## src/rtl/gpio_bank_pkg.sv

```systemverilog
package gpio_bank_pkg;

    localparam int PIN_CNT     = 8;
    localparam int DATA_W      = 32;
    localparam int STRIDE_LOG2 = 6;
    localparam int OFS_W       = STRIDE_LOG2 - 2;
    localparam int WR_W        = 2 * PIN_CNT;
    localparam int FIELD_W     = 7;

    typedef logic [PIN_CNT-1:0] pin_vec_t;
    typedef logic [WR_W-1:0]    mode_vec_t;

    typedef enum logic [OFS_W-1:0] {
        OFS_IN   = 4'd0,
        OFS_OUT  = 4'd1,
        OFS_MODE = 4'd2,
        OFS_PULL = 4'd3,
        OFS_IEN  = 4'd4,
        OFS_EDGE = 4'd5,
        OFS_EVT  = 4'd6,
        OFS_FRC  = 4'd7
    } port_reg_e;

    typedef struct packed {
        logic      wr_en;
        port_reg_e sel;
        mode_vec_t wdata;
    } port_wr_t;

    typedef struct packed {
        pin_vec_t out;
        pin_vec_t oe;
        pin_vec_t pu_en;
    } pad_drive_t;

    function automatic pin_vec_t mode_to_oe(mode_vec_t m);
        pin_vec_t oe;
        for (int i = 0; i < PIN_CNT; i++) begin
            oe[i] = |m[2*i +: 2];
        end
        return oe;
    endfunction

endpackage

```

## src/rtl/gpio_pin_sync.sv

```systemverilog
module gpio_pin_sync #(
    parameter int WIDTH = 8
) (
    input  logic             clk,
    input  logic             rst,
    input  logic [WIDTH-1:0] din,
    output logic [WIDTH-1:0] sync,
    output logic [WIDTH-1:0] rise,
    output logic [WIDTH-1:0] fall
);
    logic [WIDTH-1:0] meta_q, stab_q, prev_q;

    always_ff @(posedge clk) begin
        if (rst) begin
            meta_q <= '0;
            stab_q <= '0;
            prev_q <= '0;
        end else begin
            meta_q <= din;
            stab_q <= meta_q;
            prev_q <= stab_q;
        end
    end

    assign sync = stab_q;
    assign rise = stab_q & ~prev_q;
    assign fall = ~stab_q & prev_q;
endmodule

```

## src/rtl/gpio_port_unit.sv

```systemverilog
module gpio_port_unit
    import gpio_bank_pkg::*;
(
    input  logic              clk,
    input  logic              rst,
    input  logic              blk_on,
    input  port_wr_t          wr,
    input  port_reg_e         rd_sel,
    input  pin_vec_t          pin_in,
    output logic [DATA_W-1:0] rd_data,
    output pad_drive_t        pad,
    output logic              irq,
    output logic              frc_q,
    output pin_vec_t          evt_q
);
    pin_vec_t  sync_v, rise_v, fall_v, hit_v, evt_d;
    pin_vec_t  out_q, pull_q, ien_q, edge_q;
    mode_vec_t mode_q;

    gpio_pin_sync #(.WIDTH(PIN_CNT)) u_sync (
        .clk  (clk),
        .rst  (rst),
        .din  (pin_in),
        .sync (sync_v),
        .rise (rise_v),
        .fall (fall_v)
    );

    assign hit_v = (edge_q & rise_v) | (~edge_q & fall_v);

    always_comb begin
        evt_d = evt_q;
        if (wr.wr_en && wr.sel == OFS_EVT) begin
            evt_d = evt_d & ~wr.wdata[PIN_CNT-1:0];
        end
        if (blk_on) begin
            evt_d = evt_d | hit_v;
        end
    end

    always_ff @(posedge clk) begin
        if (rst) begin
            out_q  <= '0;
            mode_q <= '0;
            pull_q <= '1;
            ien_q  <= '0;
            edge_q <= '0;
            evt_q  <= '0;
            frc_q  <= 1'b0;
            pad    <= '0;
            irq    <= 1'b0;
        end else begin
            if (wr.wr_en) begin
                case (wr.sel)
                    OFS_OUT:  out_q  <= wr.wdata[PIN_CNT-1:0];
                    OFS_MODE: mode_q <= wr.wdata;
                    OFS_PULL: pull_q <= wr.wdata[PIN_CNT-1:0];
                    OFS_IEN:  ien_q  <= wr.wdata[PIN_CNT-1:0];
                    OFS_EDGE: edge_q <= wr.wdata[PIN_CNT-1:0];
                    OFS_FRC:  frc_q  <= wr.wdata[0];
                    default:  ;
                endcase
            end
            evt_q <= evt_d;
            if (blk_on) begin
                pad.out   <= out_q;
                pad.oe    <= mode_to_oe(mode_q);
                pad.pu_en <= ~pull_q;
                irq       <= frc_q | (|(evt_q & ien_q));
            end
        end
    end

    always_comb begin
        rd_data = '0;
        case (rd_sel)
            OFS_IN:   rd_data = DATA_W'(sync_v);
            OFS_OUT:  rd_data = DATA_W'(out_q);
            OFS_MODE: rd_data = DATA_W'(mode_q);
            OFS_PULL: rd_data = DATA_W'(pull_q);
            OFS_IEN:  rd_data = DATA_W'(ien_q);
            OFS_EDGE: rd_data = DATA_W'(edge_q);
            OFS_EVT:  rd_data = DATA_W'(evt_q);
            OFS_FRC:  rd_data = DATA_W'(frc_q);
            default:  rd_data = '0;
        endcase
    end
endmodule

```

## src/rtl/gpio_bank_ctrl.sv

```systemverilog
module gpio_bank_ctrl
    import gpio_bank_pkg::*;
#(
    parameter int         NUM_PORTS = 3,
    parameter int         ADDR_W    = 10,
    parameter logic [6:0] VERSION   = 7'd5
) (
    input  logic                         clk,
    input  logic                         rst,
    input  logic                         bus_sel,
    input  logic                         bus_wr,
    input  logic [ADDR_W-1:0]            bus_addr,
    input  logic [DATA_W-1:0]            bus_wdata,
    output logic [DATA_W-1:0]            bus_rdata,
    input  logic [NUM_PORTS*PIN_CNT-1:0] pad_in,
    output logic [NUM_PORTS*PIN_CNT-1:0] pad_out,
    output logic [NUM_PORTS*PIN_CNT-1:0] pad_oe,
    output logic [NUM_PORTS*PIN_CNT-1:0] pad_pu_en,
    output logic [NUM_PORTS-1:0]         irq
);
    localparam int PF_W = ADDR_W - STRIDE_LOG2;

    logic [PF_W-1:0]  pfield;
    port_reg_e        reg_sel;
    logic             wr_any, ctrl_hit, blk_on;
    logic [NUM_PORTS-1:0]         port_hit, frc_vec;
    logic [NUM_PORTS*PIN_CNT-1:0] evt_flat;
    logic [DATA_W-1:0]            port_rd [NUM_PORTS];
    logic [17:0]                  unused_bits;

    assign pfield      = bus_addr[ADDR_W-1:STRIDE_LOG2];
    assign reg_sel     = port_reg_e'(bus_addr[STRIDE_LOG2-1:2]);
    assign wr_any      = bus_sel & bus_wr;
    assign ctrl_hit    = (pfield == '0) && (bus_addr[STRIDE_LOG2-1:2] == '0);
    assign unused_bits = {bus_addr[1:0], bus_wdata[31:16]};

    always_ff @(posedge clk) begin
        if (rst) begin
            blk_on <= 1'b0;
        end else if (wr_any && ctrl_hit) begin
            blk_on <= bus_wdata[0];
        end
    end

    for (genvar p = 0; p < NUM_PORTS; p++) begin : g_port
        port_wr_t   wr_req;
        pad_drive_t drv;

        assign port_hit[p]    = (pfield == PF_W'(p + 1));
        assign wr_req.wr_en   = wr_any & port_hit[p];
        assign wr_req.sel     = reg_sel;
        assign wr_req.wdata   = bus_wdata[WR_W-1:0];

        gpio_port_unit u_port (
            .clk     (clk),
            .rst     (rst),
            .blk_on  (blk_on),
            .wr      (wr_req),
            .rd_sel  (reg_sel),
            .pin_in  (pad_in[p*PIN_CNT +: PIN_CNT]),
            .rd_data (port_rd[p]),
            .pad     (drv),
            .irq     (irq[p]),
            .frc_q   (frc_vec[p]),
            .evt_q   (evt_flat[p*PIN_CNT +: PIN_CNT])
        );

        assign pad_out[p*PIN_CNT +: PIN_CNT]   = drv.out;
        assign pad_oe[p*PIN_CNT +: PIN_CNT]    = drv.oe;
        assign pad_pu_en[p*PIN_CNT +: PIN_CNT] = drv.pu_en;
    end

    always_comb begin
        bus_rdata = '0;
        if (ctrl_hit) begin
            bus_rdata = {16'h0, VERSION, FIELD_W'(NUM_PORTS), 1'b0, blk_on};
        end
        for (int p = 0; p < NUM_PORTS; p++) begin
            if (port_hit[p]) begin
                bus_rdata = bus_rdata | port_rd[p];
            end
        end
    end
endmodule

```

## config.mk

```make
export PLATFORM = sky130hd
export DESIGN_NAME = gpio_bank_ctrl
export DESIGN_NICKNAME = d
export VERILOG_FILES = /design/src/rtl/gpio_bank_pkg.sv /design/src/rtl/gpio_pin_sync.sv /design/src/rtl/gpio_port_unit.sv /design/src/rtl/gpio_bank_ctrl.sv
export SDC_FILE = /design/constraint.sdc
export NUM_CORES = 1
export LEC_CHECK = 0
export ABC_AREA = 1
export BUFFER_PORTS_ARGS = -buffer_cell sky130_fd_sc_hd__buf_2
export CORE_MARGIN = 3
export CORE_UTILIZATION = 43
export CTS_CLUSTER_DIAMETER = 80
export DETAILED_ROUTE_END_ITERATION = 6
export MAX_ROUTING_LAYER = met4
export PLACE_DENSITY = 0.68
export SETUP_SLACK_MARGIN = 0.4
export SKIP_LAST_GASP = 1
export SYNTH_ARGS = -nofsm -noshare
export SYNTH_HDL_FRONTEND = slang
export SYNTH_HIERARCHICAL = 1
export SYNTH_SLANG_ARGS = --single-unit
```

## constraint.sdc

```tcl
create_clock -name clk -period 2.4 [get_ports clk]
set_input_delay 0.48 -clock clk [delete_from_list [all_inputs] [get_ports clk]]
set_output_delay 0.48 -clock clk [all_outputs]
set_load 0.005 [all_outputs]
```

### Word-level counts from Yosys, hierarchy flattened

Cells that the tools add are included.

| operators by class | value |
|---|---|
| eq/ne operators | 10 |
| multiplexer cells | 13 |
| bitwise logic cells | 47 |
| reductions and logical operators | 52 |

Operators by type and width:

| operator | number |
|---|---|
| $pmux 16 s8 | 3 |
| $and 8x8->8 | 18 |
| $not 8->8 | 13 |
| $mux 32 | 3 |
| $or 32x32->32 | 3 |
| $mux 8 | 6 |
| $or 8x8->8 | 6 |
| $reduce_or 2->1 | 24 |
| $reduce_and 2->1 | 18 |
| $reduce_or 8->1 | 3 |
| $eq 4x2->1 const B | 4 |
| $eq 4x3->1 const B | 4 |
| $mux 12 | 1 |
| $eq 4x1->1 const B | 2 |
| $logic_not 4->1 | 2 |
| $logic_and 1x1->1 | 5 |
| $and 1x1->1 | 4 |
| $or 1x1->1 | 3 |

| word-level totals | value |
|---|---|
| register bits | 319 |
| output and inout port bits | 107 |
| word-level logic and storage cells | 165 |

### Depth between registers and ports, before layout

Gate-level depths: netlist of run 1.

| logic depth | value |
|---|---|
| word-level depth | 9 |
| mapped depth | 10 |

### Cells and area by module

Netlist of run 1, hierarchy kept.

By module, submodules not included:

| module | instances | cells an instance | area each (um^2) | sequential area each (um^2) |
|---|---|---|---|---|
| gpio_port_unit | 3 | 563 | 3826.2 | 1641.6 |
| gpio_pin_sync | 3 | 98 | 773.2 | 480.5 |
| gpio_bank_ctrl | 1 | 164 | 783.3 | 20.0 |

### Least setup slack after synthesis of run 1

Ideal clock, no wire load.

| timing path | value |
|---|---|
| path kind | input-to-reg |
| start point | input bus_addr[9] |
| end point | register g_port[0].u_port.ien_q[0] |
| arrival time | 2.112 ns |
| slack | 0.156 ns |
| stages | 9 |
| path buffers | 1 |
| path through | nor2_2 -> inv_2 -> nor4_1 -> nand2_1 -> nor2_2 -> buf_6 -> nand2_1 -> nand2_1 -> a21oi_1 |

RTL lines:

| element | line | source |
|---|---|---|
| start: declaration | gpio_bank_ctrl.sv:12 | `input logic [ADDR_W-1:0] bus_addr,` |
| end signal: assignment | gpio_port_unit.sv:58 | `OFS_IEN: ien_q <= wr.wdata[PIN_CNT-1:0];` |
| end: declaration | gpio_port_unit.sv:17 | `pin_vec_t out_q, pull_q, ien_q, edge_q;` |

==> summary.md, run 1 <==
| Metric | Value |
|---|---|
| Clock latency on the worst-skew pair | 0.51 ns |
| Post-DP HPWL | 30.7 mm |
| First-pass GRT wire length | 71.0 mm |
| Post-Route M1 WL | 19.8 mm |
| Synth Flop Type | dfxtp_1 |
| Hold endpoint | g_port[1].u_port/u_sync/meta_q[4]$_SDFF_PP0_ |
| Leakage | 8.02 nW |
| Hold Crit Depth | 3 |
| Design area | roughly 18000 µm² |
| H-tree Lvls | 2 |
| Routability-driven placement congestion ratio | just under 1 |
| Initial core utilization | between 40% and 50% |
| CP arrival | 1.85 ns |
| Routed WL per cell | 16.2 µm |
| Final-report max-slew violation count | 0 |
| Top-count cell post-synth | nor2_1 |
| Synthesized area | between 10000 and 15000 µm² |
| Antenna violations before repair | 3 |
| Die ar. | about 36000 µm² |
| Top cell type by total area after synthesis | dfxtp_1 |
| Worst hold margin | 0.168 ns |
| Max VDD drop | 0.000464 V |
| Port bufs | 142 |
| Fin Clk Skew | around 0.010 ns |
| Total placed cells including tap cells | 2711 |
| Routed WL | approximately 45 mm |
| Ys async rst share | 0% |
| Root buf cell | clkbuf_16 |
| Worst-path fanout max | 7 |
| DP Worst Slack | -0.355 ns |
| Critical Path RT | 1.92 ns |
| Layout Utilization | 54.1% |
| Top Metal Used | met4 |
| TritonRoute pass-1 iters | 5 |
| Worst Tran Pin Value | 0.715 ns |
| Yosys synthesis warning count | 6 |
| Layout cell share with drive strength beyond 1 | 18.0% |
| Num CTS Buffers | 36 |
| CTS sink cnt | around 320 |
| DRC | 0 |
| Final min period | 2.33 ns |
| DR iter-0 viols | about 1100 |
| Number of synthesized flops with an enable pin | 0 |
| FMAX | 429 MHz |
| Post-Layout Cell Count | 2801 |
| CTS max path bufs | 3 |
| Overall Power | 11.5 mW |
| Max_cap viols | 0 |
| Clock Pin Slew Worst Setup and Hold Paths | 0.06 ns |
| Core Region | 32900 µm² |
| Area Growth Syn to Fin | 22.2% |
| Via density | 5.12 |
| Final worst slack | 0.0683 ns |
| Hold Path Origin | pad_in[12] |
| Post-route ant nets | 0 |
| Grt total ovfl | 0 |
| Gr usage total | about 25% |
| Top-area cell type share of the netlist area | a little over two fifths |
| Fin. Hold Viols | 0 |
| Power Density | 644 nW/µm² |
| Die Width | 190 µm |
| Vias post-DR | 14300 |
| Cells after synthesis | 2147 |
| Reg2reg end | g_port[2].u_port/pad[9]$_SDFFE_PP0P_ |
| Hold-fix buffers at CTS | 0 |
| Yosys cell types | 28 |
| RSZ-0062 raised after global routing | true |
| HP Class | input pin to register |
| CTS tree | built |
| DR WL met2 | ~21 mm |
| FP Rows | 66 |
| Setup TNS | 0 ns |
| Top cells by count, synth | 512 x nor2_1, 351 x nand2_1, 319 x dfxtp_1 |
| Leading post-synthesis cells by cell area | dfxtp_1 44%, nor2_1 13%, nand2_1 9.0%, nand3_1 8.9%, o21ai_0 6.1% |
| Status | completed |
| Placed cell area | between 15000 and 20000 µm² |
| FF-to-FF path depth | 3 |
| Headroom to the max-slew limit | 52.3% |
| Die extent in y | 190 µm |
| Setup-failing EPs final | 0 |
| FF+latch count, synth | roughly 320 |
| Worst Setup SP | bus_addr[2] |
| Largest net degree at the start of global routing | 106 |
| Critical Path Start Type | input pin |
| I/O pins | 177 |
| R2R Path Start | blk_on$_SDFFE_PP0P_ |
| R2R Setup Slk | 0.82 ns |
| Seq/Total Area, Yosys | 43.8% |
| CP Class | input pin to output pin |
| Syn Area/Cell | 6.79 µm² |
| CP Capture Type | output pin |
| Final period util | 97.2% |
| Layout Nets | 2404 |
| Number of global-route vias before repair | 13100 |
| Metal3 WL | 3.42 mm |
-- registers in the layout, indices dropped and copies added (netlist names) --
signal,count
g_port.u_port/u_sync/sync,24
g_port.u_port/edge_q,24
g_port.u_port/frc_q,3
g_port.u_port/evt_q,24
blk_on,1
g_port.u_port/ien_q,24
g_port.u_port/u_sync/prev_q,24
g_port.u_port/pad,72
g_port.u_port/irq,3
g_port.u_port/u_sync/meta_q,24
g_port.u_port/pull_q,24
g_port.u_port/out_q,24
g_port.u_port/mode_q,48
-- layer usage --
metal  GRT usage (%)  vias to the layer above
li1                -                     7110
met1            33.4                     6571
met2            40.0                      551
met3            3.41                      111
met4            7.59                        0
met5               -                        -
-- worst max-delay path: stages --
cell and delay [ns]:
buf_12 0.10, buf_8 0.12, buf_8 0.13, nor2_4 0.04, buf_6 0.13, buf_4 0.13, nand3_1 0.05, nand2_1 0.08
nor2_1 0.12, nand2_1 0.09, nand2_1 0.10, nand3_2 0.11, buf_2 0.15
-- worst max path at each step --
stage	to	slack, ns	cells past startpoint
2_1_floorplan	g_port[0].u_port/ien_q[0]$_SDFFE_PP0P_	0.16	9
3_3_place_gp	bus_rdata[6]	-0.33	11
3_5_place_dp	bus_rdata[3]	-0.35	11
4_1_cts	bus_rdata[0]	0.09	13
5_1_grt	bus_rdata[0]	0.001	13
6_report	bus_rdata[4]	0.07	13
-- power breakdown --
part / leakage, nW / switching [mW] / internal (mW)
sequential: 2.58 / 0.0323 / 5.35
combinational: 4.87 / 0.530 / 0.290
clock: 0.563 / 2.09 / 3.17
total: 8.02 / 2.66 / 8.81
-- cells in the final DEF (no fill, tap or decap), types with 3 or more instances in the layout --
| cell type | instances |
|---|---|
| a21oi_1 | 98 |
| a21oi_2 | 3 |
| a31oi_1 | 12 |
| buf_12 | 17 |
| buf_16 | 4 |
| buf_2 | 138 |
| buf_4 | 57 |
| buf_6 | 21 |
| buf_8 | 5 |
| clkbuf_1 | 8 |
| clkbuf_16 | 38 |
| clkbuf_8 | 6 |
| clkinv_1 | 3 |
| clkinv_2 | 10 |
| conb_1 | 48 |
| dfxtp_1 | 318 |
| diode_2 | 3 |
| inv_1 | 185 |
| inv_2 | 16 |
| nand2_1 | 332 |
| nand2_2 | 17 |
| nand2_8 | 3 |
| nand3_1 | 243 |
| nand3_2 | 23 |
| nand3_4 | 3 |
| nand3b_1 | 3 |
| nand4_1 | 3 |
| nor2_1 | 472 |
| nor2_2 | 27 |
| nor2_4 | 24 |
| nor3_1 | 13 |
| o21ai_0 | 177 |
| o21ai_1 | 15 |
-- what timing repair did --
item,4_1_cts,5_1_grt
endpoints found under the hold margin,0,0
endpoints found under the setup margin,16,17
pin swaps,43,16
resized for setup,146,27
gates cloned,10,0
buffers inserted,15,2
-- final cells by class --
| type | instances | area (µm²) |
|---|---|---|
| multi-input combinational | 1522 | 7030 |
| fill | 3211 | 15100 |
| clock buffer | 52 | 1060 |
| tap | 442 | 553 |
| timing repair inverter | 1 | 3.75 |
| inverter | 210 | 803 |
| timing repair buffer | 244 | 1900 |
| clock inverter | 8 | 68.8 |
| sequential | 319 | 6390 |
| antenna | 3 | 7.51 |
-- cell families (layout without fill, tap and decap cells) --
group	count (synthesis)	in the layout	share of synthesized area (%)
compound gates	305	305	10.6
buf+inv	351	515	11.9
flops	319	319	43.8
other cells	3	51	0.0772
simple gates	1169	1169	33.7
(Power assumes the default switching activity.)
==> run 2, diff against run 1 <==
Settings changed: CORE_ASPECT_RATIO from default to 0.6.
==> run 2 against run 1 <==
Compared with the run above:
- register-to-register slack got worse by 0.17 ns
- wire length rose by 6.6%
- non-clock buffer count fell by 1
- maximum frequency rose by 0.28%
- cell count barely moved
- combinational power rose by 2%
- die area rose by 0.20%
- critical path depth did not move
- highest routed layer unchanged
- sequential cell count did not move
- first-iteration DRC count rose by 20%
- clock skew barely moved
- clock power fell by 2%
==> summary.md, run 2 (same netlist as run 1, synthesis figures left out) <==
| Metric | Value |
|---|---|
| H-tree Lvls | 1 (was 2) |
| Most common cell after layout, fill and taps aside | nor2_1 (unchanged) |
| Initial core utilization | 44.3% (about the same) |
| Hold Crit Depth | 3 (unchanged) |
| Routed WL | 48.4 mm (was 45.4 mm) |
| First-pass GRT wire length | 74.6 mm (was 71.0 mm) |
| HP Class | input pin to register (unchanged) |
| RSZ-0062 raised after global routing | true (unchanged) |
| Grt total ovfl | 0 (unchanged) |
| Final period util | 96.9% (was 97.2%) |
| DR iter-0 viols | 1376 (was 1147) |
| Hold Path Origin | pad_in[1] (was pad_in[12]) |
| Top flop regs | g_port.u_port/pad: 72 flops, g_port.u_port/mode_q: 48 flops (unchanged) |
| DP Worst Slack | -0.448 ns (was -0.355 ns) |
| Status | completed (unchanged) |
| DRC | 0 (unchanged) |
| Clock latency on the worst-skew pair | 0.57 ns (was 0.51 ns) |
| Num CTS Buffers | 30 (was 36) |
| Critical Path Start Type | input pin (unchanged) |
| CP Capture Type | output pin (unchanged) |
| FF-to-FF path depth | 3 (unchanged) |
| Max_cap viols | 0 (unchanged) |
| Die ar. | 36200 µm² (about the same) |
| Gr usage total | 26.9% (was 25.1%) |
| Max VDD drop | 0.000556 V (was 0.000464 V) |
| Most flops, register | g_port.u_port/pad (unchanged) |
| R2R Setup Slk | 0.65 ns (was 0.82 ns) |
| Leakage | 8.05 nW (was 8.02 nW) |
| Final min period | 2.33 ns (about the same) |
| Hold endpoint | g_port[0].u_port/u_sync/meta_q[1]$_SDFF_PP0_ (was g_port[1].u_port/u_sync/meta_q[4]$_SDFF_PP0_) |
| Max reg flops | 72 (unchanged) |
| Area Growth Syn to Fin | 23.1% (was 22.2%) |
| Worst Setup SP | bus_addr[4] (was bus_addr[2]) |
| Routed WL per cell | 17.3 µm (was 16.2 µm) |
| Layout cell share with drive strength beyond 1 | 19.1% (was 18.0%) |
| CTS tree | built (unchanged) |
| Headroom to the max-slew limit | 51.6% (was 52.3%) |
| CTS max path bufs | 3 (unchanged) |
| Setup-failing EPs final | 0 (unchanged) |
| I/O pins | 177 (unchanged) |
| Number of global-route vias before repair | 13300 (was 13100) |
| Fin. Hold Viols | 0 (unchanged) |
| CTS sink cnt | 319 (unchanged) |
| Die Width | 244 µm (was 190 µm) |
| Root buf cell | clkbuf_16 (unchanged) |
| TritonRoute pass-1 iters | 6 (was 5) |
| FP Rows | 51 (was 66) |
| Core Region | 32900 µm² (about the same) |
| Routability-driven placement congestion ratio | 0.982 (was 0.988) |
| Fin Clk Skew | 0.0101 ns (was 0.0100 ns) |
| R2R Path Start | blk_on$_SDFFE_PP0P_ (unchanged) |
| CP arrival | 1.85 ns (about the same) |
| Critical Path RT | 1.92 ns (about the same) |
| Vias post-DR | 14600 (was 14300) |
| Commonest cells after routing, fill and taps aside | 479 x nor2_1, 323 x nand2_1, 318 x dfxtp_1 (was 472 x nor2_1, 332 x nand2_1, 318 x dfxtp_1) |
| Power Density | 634 nW/µm² (was 644 nW/µm²) |
| CP Class | input pin to output pin (unchanged) |
| Via density | 5.20 (was 5.12) |
| Worst hold margin | 0.101 ns (was 0.168 ns) |
| Antenna violations before repair | 4 (was 3) |
| Final-report max-slew violation count | 0 (unchanged) |
| Worst-path fanout max | 8 (was 7) |
| Post-route ant nets | 0 (unchanged) |
| Die extent in y | 149 µm (was 190 µm) |
| Largest net degree at the start of global routing | 97 (was 106) |
| Worst Tran Pin Value | 0.726 ns (was 0.715 ns) |
| Layout Nets | 2397 (was 2404) |
| FMAX | 430 MHz (was 429 MHz) |
| Reg2reg end | g_port[2].u_port/pad[11]$_SDFFE_PP0P_ (was g_port[2].u_port/pad[9]$_SDFFE_PP0P_) |
| Port bufs | 142 (unchanged) |
| Post-DP HPWL | 32.9 mm (was 30.7 mm) |
| Final worst slack | 0.0748 ns (was 0.0683 ns) |
| Clock Pin Slew Worst Setup and Hold Paths | 0.07 ns (was 0.06 ns) |
-- run 2: changes by cell type in the layout (fill, tap and decap cells not counted), moves of 3 or more --
cell | previous run | this run
inv_2 | 16 | 13
buf_12 | 17 | 22
nor2_1 | 472 | 479
nand3_1 | 243 | 218
nand2_2 | 17 | 27
nand3_4 | 3 | 9
clkbuf_16 | 38 | 31
nand3_2 | 23 | 42
bufinv_16 | 1 | 4
clkbuf_1 | 8 | 3
nand2_1 | 332 | 323
buf_6 | 21 | 13
buf_4 | 57 | 62
nor2_2 | 27 | 22
-- run 2: stage by stage --
stage / TNS [ns] / power, mW / utilization (%) / area (µm²) / instances
CTS: 0 / 11.4 / 53.6 / 17700 / 2790
global route: 0 / 11.7 / 54.5 / 18000 / 2800
detailed placement: -4.08 / 6.15 / 47.7 / 15700 / 2709
finish: 0 / 11.4 / 54.5 / 18000 / 2800
global placement: -3.58 / 6.14 / 47.7 / 15700 / 2709
floorplan: 0 / 5.89 / - / 14800 / 2192
-- run 2: repair_timing --
item,in CTS,in global routing
setup endpoints to repair,16,16
hold endpoints to repair,0,0
gates cloned,7,2
hold buffers,0,0
setup buffers,20,7
pin swaps,58,38
gates resized for setup,141,53
-- run 2: routing by layer --
layer / vias to the layer above / GRT usage, % / wire, µm / part of all wire (%)
met1: 6749 / 38.9 / 22600 / 47
met2: 651 / 38.1 / 19800 / 41
met5: - / - / 0 / 0
li1: 7093 / - / - / -
met3: 69 / 5.73 / 4990 / 10
met4: 0 / 6.76 / 1120 / 2.3
-- run 2: critical path: stages --
cell and delay (ns):
buf_12 0.13, buf_6 0.11, nor2_4 0.16, buf_12 0.14, buf_12 0.10, buf_16 0.13
nand3_2 0.06, nand2_1 0.07, nor2_1 0.04, nand2_1 0.11, nand2_2 0.12, nand3_2 0.09
buf_2 0.11
-- run 2: worst max-delay path by stage --
stage | depth (start not counted) | end | slack, ns
after floorplan | 9 | g_port[0].u_port/ien_q[0]$_SDFFE_PP0P_ | 0.16
after global placement | 10 | bus_rdata[0] | -0.41
after detailed placement | 10 | bus_rdata[0] | -0.45
after CTS | 13 | bus_rdata[0] | 0.10
after global routing | 12 | bus_rdata[2] | 0.005
final | 13 | bus_rdata[1] | 0.07
-- run 2: final cells by class --
cell class / count / area, µm²
fill: 3225 / 15000
multi-input combinational: 1522 / 7170
sequential: 319 / 6390
timing repair buffer: 243 / 1930
clock buffer: 42 / 897
inverter: 210 / 818
tap: 450 / 563
clock inverter: 12 / 178
timing repair inverter: 1 / 5.00
antenna: 1 / 2.50
-- run 2: where the power goes --
group | switching [mW] | internal (mW)
combinational | 0.544 | 0.292
sequential | 0.0367 | 5.34
clock | 2.13 | 3.03
==> run 3, diff against run 2 <==
Settings changed: ABC_AREA 1 to default, CORE_UTILIZATION 43 to 30, PLACE_DENSITY 0.68 to 0.52.
==> run 3 against run 2 <==
Compared with the run above:
- hold slack got worse by 0.014 ns
- synthesized cell count fell by 27%
- critical path depth fell by 4
- the run now ends with setup timing left
- largest cell class unchanged
- die area rose by 44%
- total power fell by 2.9%
- global-route usage fell by 7.9 points
- maximum frequency fell by 17%
- cell count fell by 13%
- clock power fell by 6.4%
- sequential cell count did not move
- highest routed layer unchanged
- register-to-register slack got worse by 0.17 ns
==> summary.md, run 3 <==
| Metric | Value |
|---|---|
| FF+latch count, synth | 319 (unchanged) |
| Root buf cell | clkbuf_16 (unchanged) |
| Clock Pin Slew Worst Setup and Hold Paths | 0.07 ns (about the same) |
| Max_cap viols | 0 (unchanged) |
| Yosys cell types | 54 (was 28) |
| Commonest cells after routing, fill and taps aside | 316 x dfxtp_1, 261 x nor2_1, 184 x mux2i_1 (was 479 x nor2_1, 323 x nand2_1, 318 x dfxtp_1) |
| Yosys synthesis warning count | 6 (unchanged) |
| Fillers | 4970 (was 3225) |
| Crit-path cells | mux2_4 -> a221oi_2 -> a21o_1 -> a21oi_2 -> and2_4 -> a31oi_4 -> o22ai_1 -> buf_4 -> buf_6 (was buf_12 -> buf_6 -> nor2_4 -> buf_12 -> buf_12 -> buf_16 -> nand3_2 -> nand2_1 -> nor2_1 -> nand2_1 -> nand2_2 -> nand3_2 -> buf_2) |
| Slowest stage delay, CP | 0.32 ns (was 0.16 ns) |
| Setup-failing EPs final | 16 (was 0) |
| Worst Tran Pin Value | 0.843 ns (was 0.726 ns) |
| Routed WL | 49.1 mm (was 48.4 mm) |
| HP Class | input pin to register (unchanged) |
| Power Density | 607 nW/µm² (was 634 nW/µm²) |
| Post-route ant nets | 0 (unchanged) |
| Synthesized area | 14800 µm² (was 14600 µm²) |
| Top cell type by total area after synthesis | dfxtp_1 (unchanged) |
| Placed cell area | 16700 µm² (was 15700 µm²) |
| CP Class | register to output pin (was input pin to output pin) |
| Status | finished, violations left (was completed) |
| Top flop regs | g_port.u_port/pad: 72 flops, g_port.u_port/mode_q: 48 flops (unchanged) |
| Core Region | 48300 µm² (was 32900 µm²) |
| Post-DP HPWL | 35.5 mm (was 32.9 mm) |
| DR iter-0 viols | 993 (was 1376) |
| CP arrival | 2.32 ns (was 1.85 ns) |
| Top cells by count, synth | 319 x dfxtp_1, 262 x nor2_1, 184 x mux2i_1 (was 512 x nor2_1, 351 x nand2_1, 319 x dfxtp_1) |
| Critical Path Start Type | register (was input pin) |
| Ys async rst share | 0% (unchanged) |
| CTS sink cnt | 319 (unchanged) |
| Die Width | 293 µm (was 244 µm) |
| Max reg flops | 72 (unchanged) |
| Worst-path fanout max | 2 (was 8) |
| Hold-fix buffers at CTS | 0 (unchanged) |
| Top-count cell post-synth | dfxtp_1 (was nor2_1) |
| I/O pins | 177 (unchanged) |
| Failing checks | setup timing |
| RSZ-0062 raised after global routing | true (unchanged) |
| Routed WL per cell | 20.1 µm (was 17.3 µm) |
| Headroom to the max-slew limit | 43.6% (was 51.6%) |
| First-pass GRT wire length | 73.2 mm (was 74.6 mm) |
| Via density | 4.90 (was 5.20) |
| Top-area cell type share of the netlist area | 43.2% (was 43.8%) |
| Design area | 18200 µm² (was 18000 µm²) |
| CTS max path bufs | 3 (unchanged) |
| Fin Clk Skew | 0.0405 ns (was 0.0101 ns) |
| Port bufs | 142 (unchanged) |
| H-tree Lvls | 1 (unchanged) |
| Overall Power | 11.0 mW (was 11.4 mW) |
| TritonRoute pass-1 iters | 5 (was 6) |
| Seq/Total Area, Yosys | 43.2% (was 43.8%) |
| DRC | 0 (unchanged) |
| Leakage | 8.17 nW (was 8.05 nW) |
| Die extent in y | 178 µm (was 149 µm) |
| Num CTS Buffers | 31 (was 30) |
| Number of global-route vias before repair | 11500 (was 13300) |
| Antenna violations before repair | 3 (was 4) |
| Largest net degree at the start of global routing | 71 (was 97) |
| FMAX | 357 MHz (was 430 MHz) |
| FP Rows | 62 (was 51) |
| Area Growth Syn to Fin | 23.2% (was 23.1%) |
| Grt total ovfl | 0 (unchanged) |
| Critical Path RT | 1.92 ns (about the same) |
| Most common cell after layout, fill and taps aside | dfxtp_1 (was nor2_1) |
| Final worst slack | -0.404 ns (was 0.0748 ns) |
| Routability-driven placement congestion ratio | 0.919 (was 0.982) |
| DP Worst Slack | -0.631 ns (was -0.448 ns) |
| Final min period | 2.80 ns (was 2.33 ns) |
| Vias post-DR | 12000 (was 14600) |
| Clock latency on the worst-skew pair | 0.62 ns (was 0.57 ns) |
| Syn Area/Cell | 9.42 µm² (was 6.79 µm²) |
| Sequential cell area | 6390 µm² (about the same) |
| Worst hold margin | 0.0868 ns (was 0.101 ns) |
| Initial core utilization | 30.6% (was 44.3%) |
| Gr usage total | 19.0% (was 26.9%) |
| Multi-input combinational cell area | 7740 µm² (was 7170 µm²) |
| Layout Nets | 1861 (was 2397) |
| Layout Utilization | 37.7% (was 54.5%) |
| Max VDD drop | 0.000612 V (was 0.000556 V) |
| Most flops, register | g_port.u_port/pad (unchanged) |
| Die ar. | 52100 µm² (was 36200 µm²) |
| Cells after synthesis | 1569 (was 2147) |
| Leading post-synthesis cells by cell area | dfxtp_1 43%, mux2i_1 12%, nor2_1 6.7%, nor2b_1 3.7%, a22oi_1 3.0% (was dfxtp_1 44%, nor2_1 13%, nand2_1 9.0%, nand3_1 8.9%, o21ai_0 6.1%) |
| Final-report max-slew violation count | 0 (unchanged) |
| Final period util | 117% (was 96.9%) |
| Crit path max-delay cell type | dfxtp_2 (was nor2_4) |
| Number of synthesized flops with an enable pin | 0 (unchanged) |
| CTS tree | built (unchanged) |
| Layout cell share with drive strength beyond 1 | 28.2% (was 19.1%) |
| Fin. Hold Viols | 0 (unchanged) |
| CP Capture Type | output pin (unchanged) |
| Synth Flop Type | dfxtp_1 (unchanged) |
[run 3: cell types whose count changed after synthesis, moves of 87 or more]
cell     before  now
inv_1       189   45
mux2i_1       0  184
nand2_1     351   82
nand3_1     260    6
nor2_1      512  262
nor2b_1       0   87
o21ai_0     177    6
[run 3: area by class of cell]
type	instances	share of cell area (%)
Antenna cell	2	0.0275
Clock buffer	42	4.88
Inverter	46	0.949
Tap cell	640	4.40
Timing Repair Buffer	285	11.6
Clock inverter	8	0.461
Sequential cell	319	35.1
Multi-Input combinational cell	1108	42.5
[run 3: repair_timing]
action	4_1_cts	5_1_grt
resized for setup	55	38
buffers inserted	10	11
pin swaps	21	34
endpoints found under the setup margin	17	16
[run 3: metal layers]
| layer | wire [µm] | up-vias | track usage, % |
|---|---|---|---|
| met5 | 0 | - | - |
| met3 | 3250 | 67 | 3.64 |
| met2 | 20300 | 317 | 27.2 |
| met1 | 24700 | 5817 | 28.0 |
| met4 | 820 | 0 | 3.03 |
| li1 | - | 5795 | - |
[run 3: final timing paths]
kind | from | to | slack, ns | cells past startpoint
worst max-delay path | g_port[0].u_port/ien_q[0]$_SDFFE_PP0P_ | bus_rdata[0] | -0.40 | 9
worst max register to register | g_port[2].u_port/evt_q[1]$_SDFF_PP0_ | g_port[2].u_port/irq$_SDFFE_PP0P_ | 0.48 | 5
worst min-delay path | pad_in[6] | g_port[0].u_port/u_sync/meta_q[6]$_SDFF_PP0_ | 0.09 | 2
worst min register to register | g_port[0].u_port/u_sync/meta_q[0]$_SDFF_PP0_ | g_port[0].u_port/u_sync/sync[0]$_SDFF_PP0_ | 0.43 | 1
[run 3: through the flow]
| step | TNS, ns | instances |
|---|---|---|
| 6_report | -3.43 | 2450 |
| 5_1_grt | -4.26 | 2449 |
| 4_1_cts | -3.96 | 2437 |
| 3_5_place_dp | -9.10 | 2377 |
| 3_3_place_gp | -9.48 | 2377 |
| 2_1_floorplan | 0 | 1614 |
[run 3: cell families after synthesis]
| family | Yosys count | synth area share, % |
|---|---|---|
| simple gates | 582 | 20.4 |
| flops | 319 | 43.2 |
| compound gates | 261 | 13.5 |
| mux | 217 | 15.2 |
| buf+inv | 187 | 7.61 |
| other cells | 3 | 0.0762 |
[run 3: report_power, final]
part           total, mW  switching (mW)  internal [mW]
Sequential          5.37          0.0316           5.34
Combinational      0.838           0.489          0.349
Clock               4.83            2.15           2.68
Total               11.0            2.67           8.37
[run 3: worst max-delay path: cells and delay by family (launching register included)]
| kind | cells | cell delay [ns] |
|---|---|---|
| compound gates | 5 | 0.70 |
| flops | 1 | 0.32 |
| mux | 1 | 0.27 |
| buf+inv | 2 | 0.26 |
| simple gates | 1 | 0.15 |
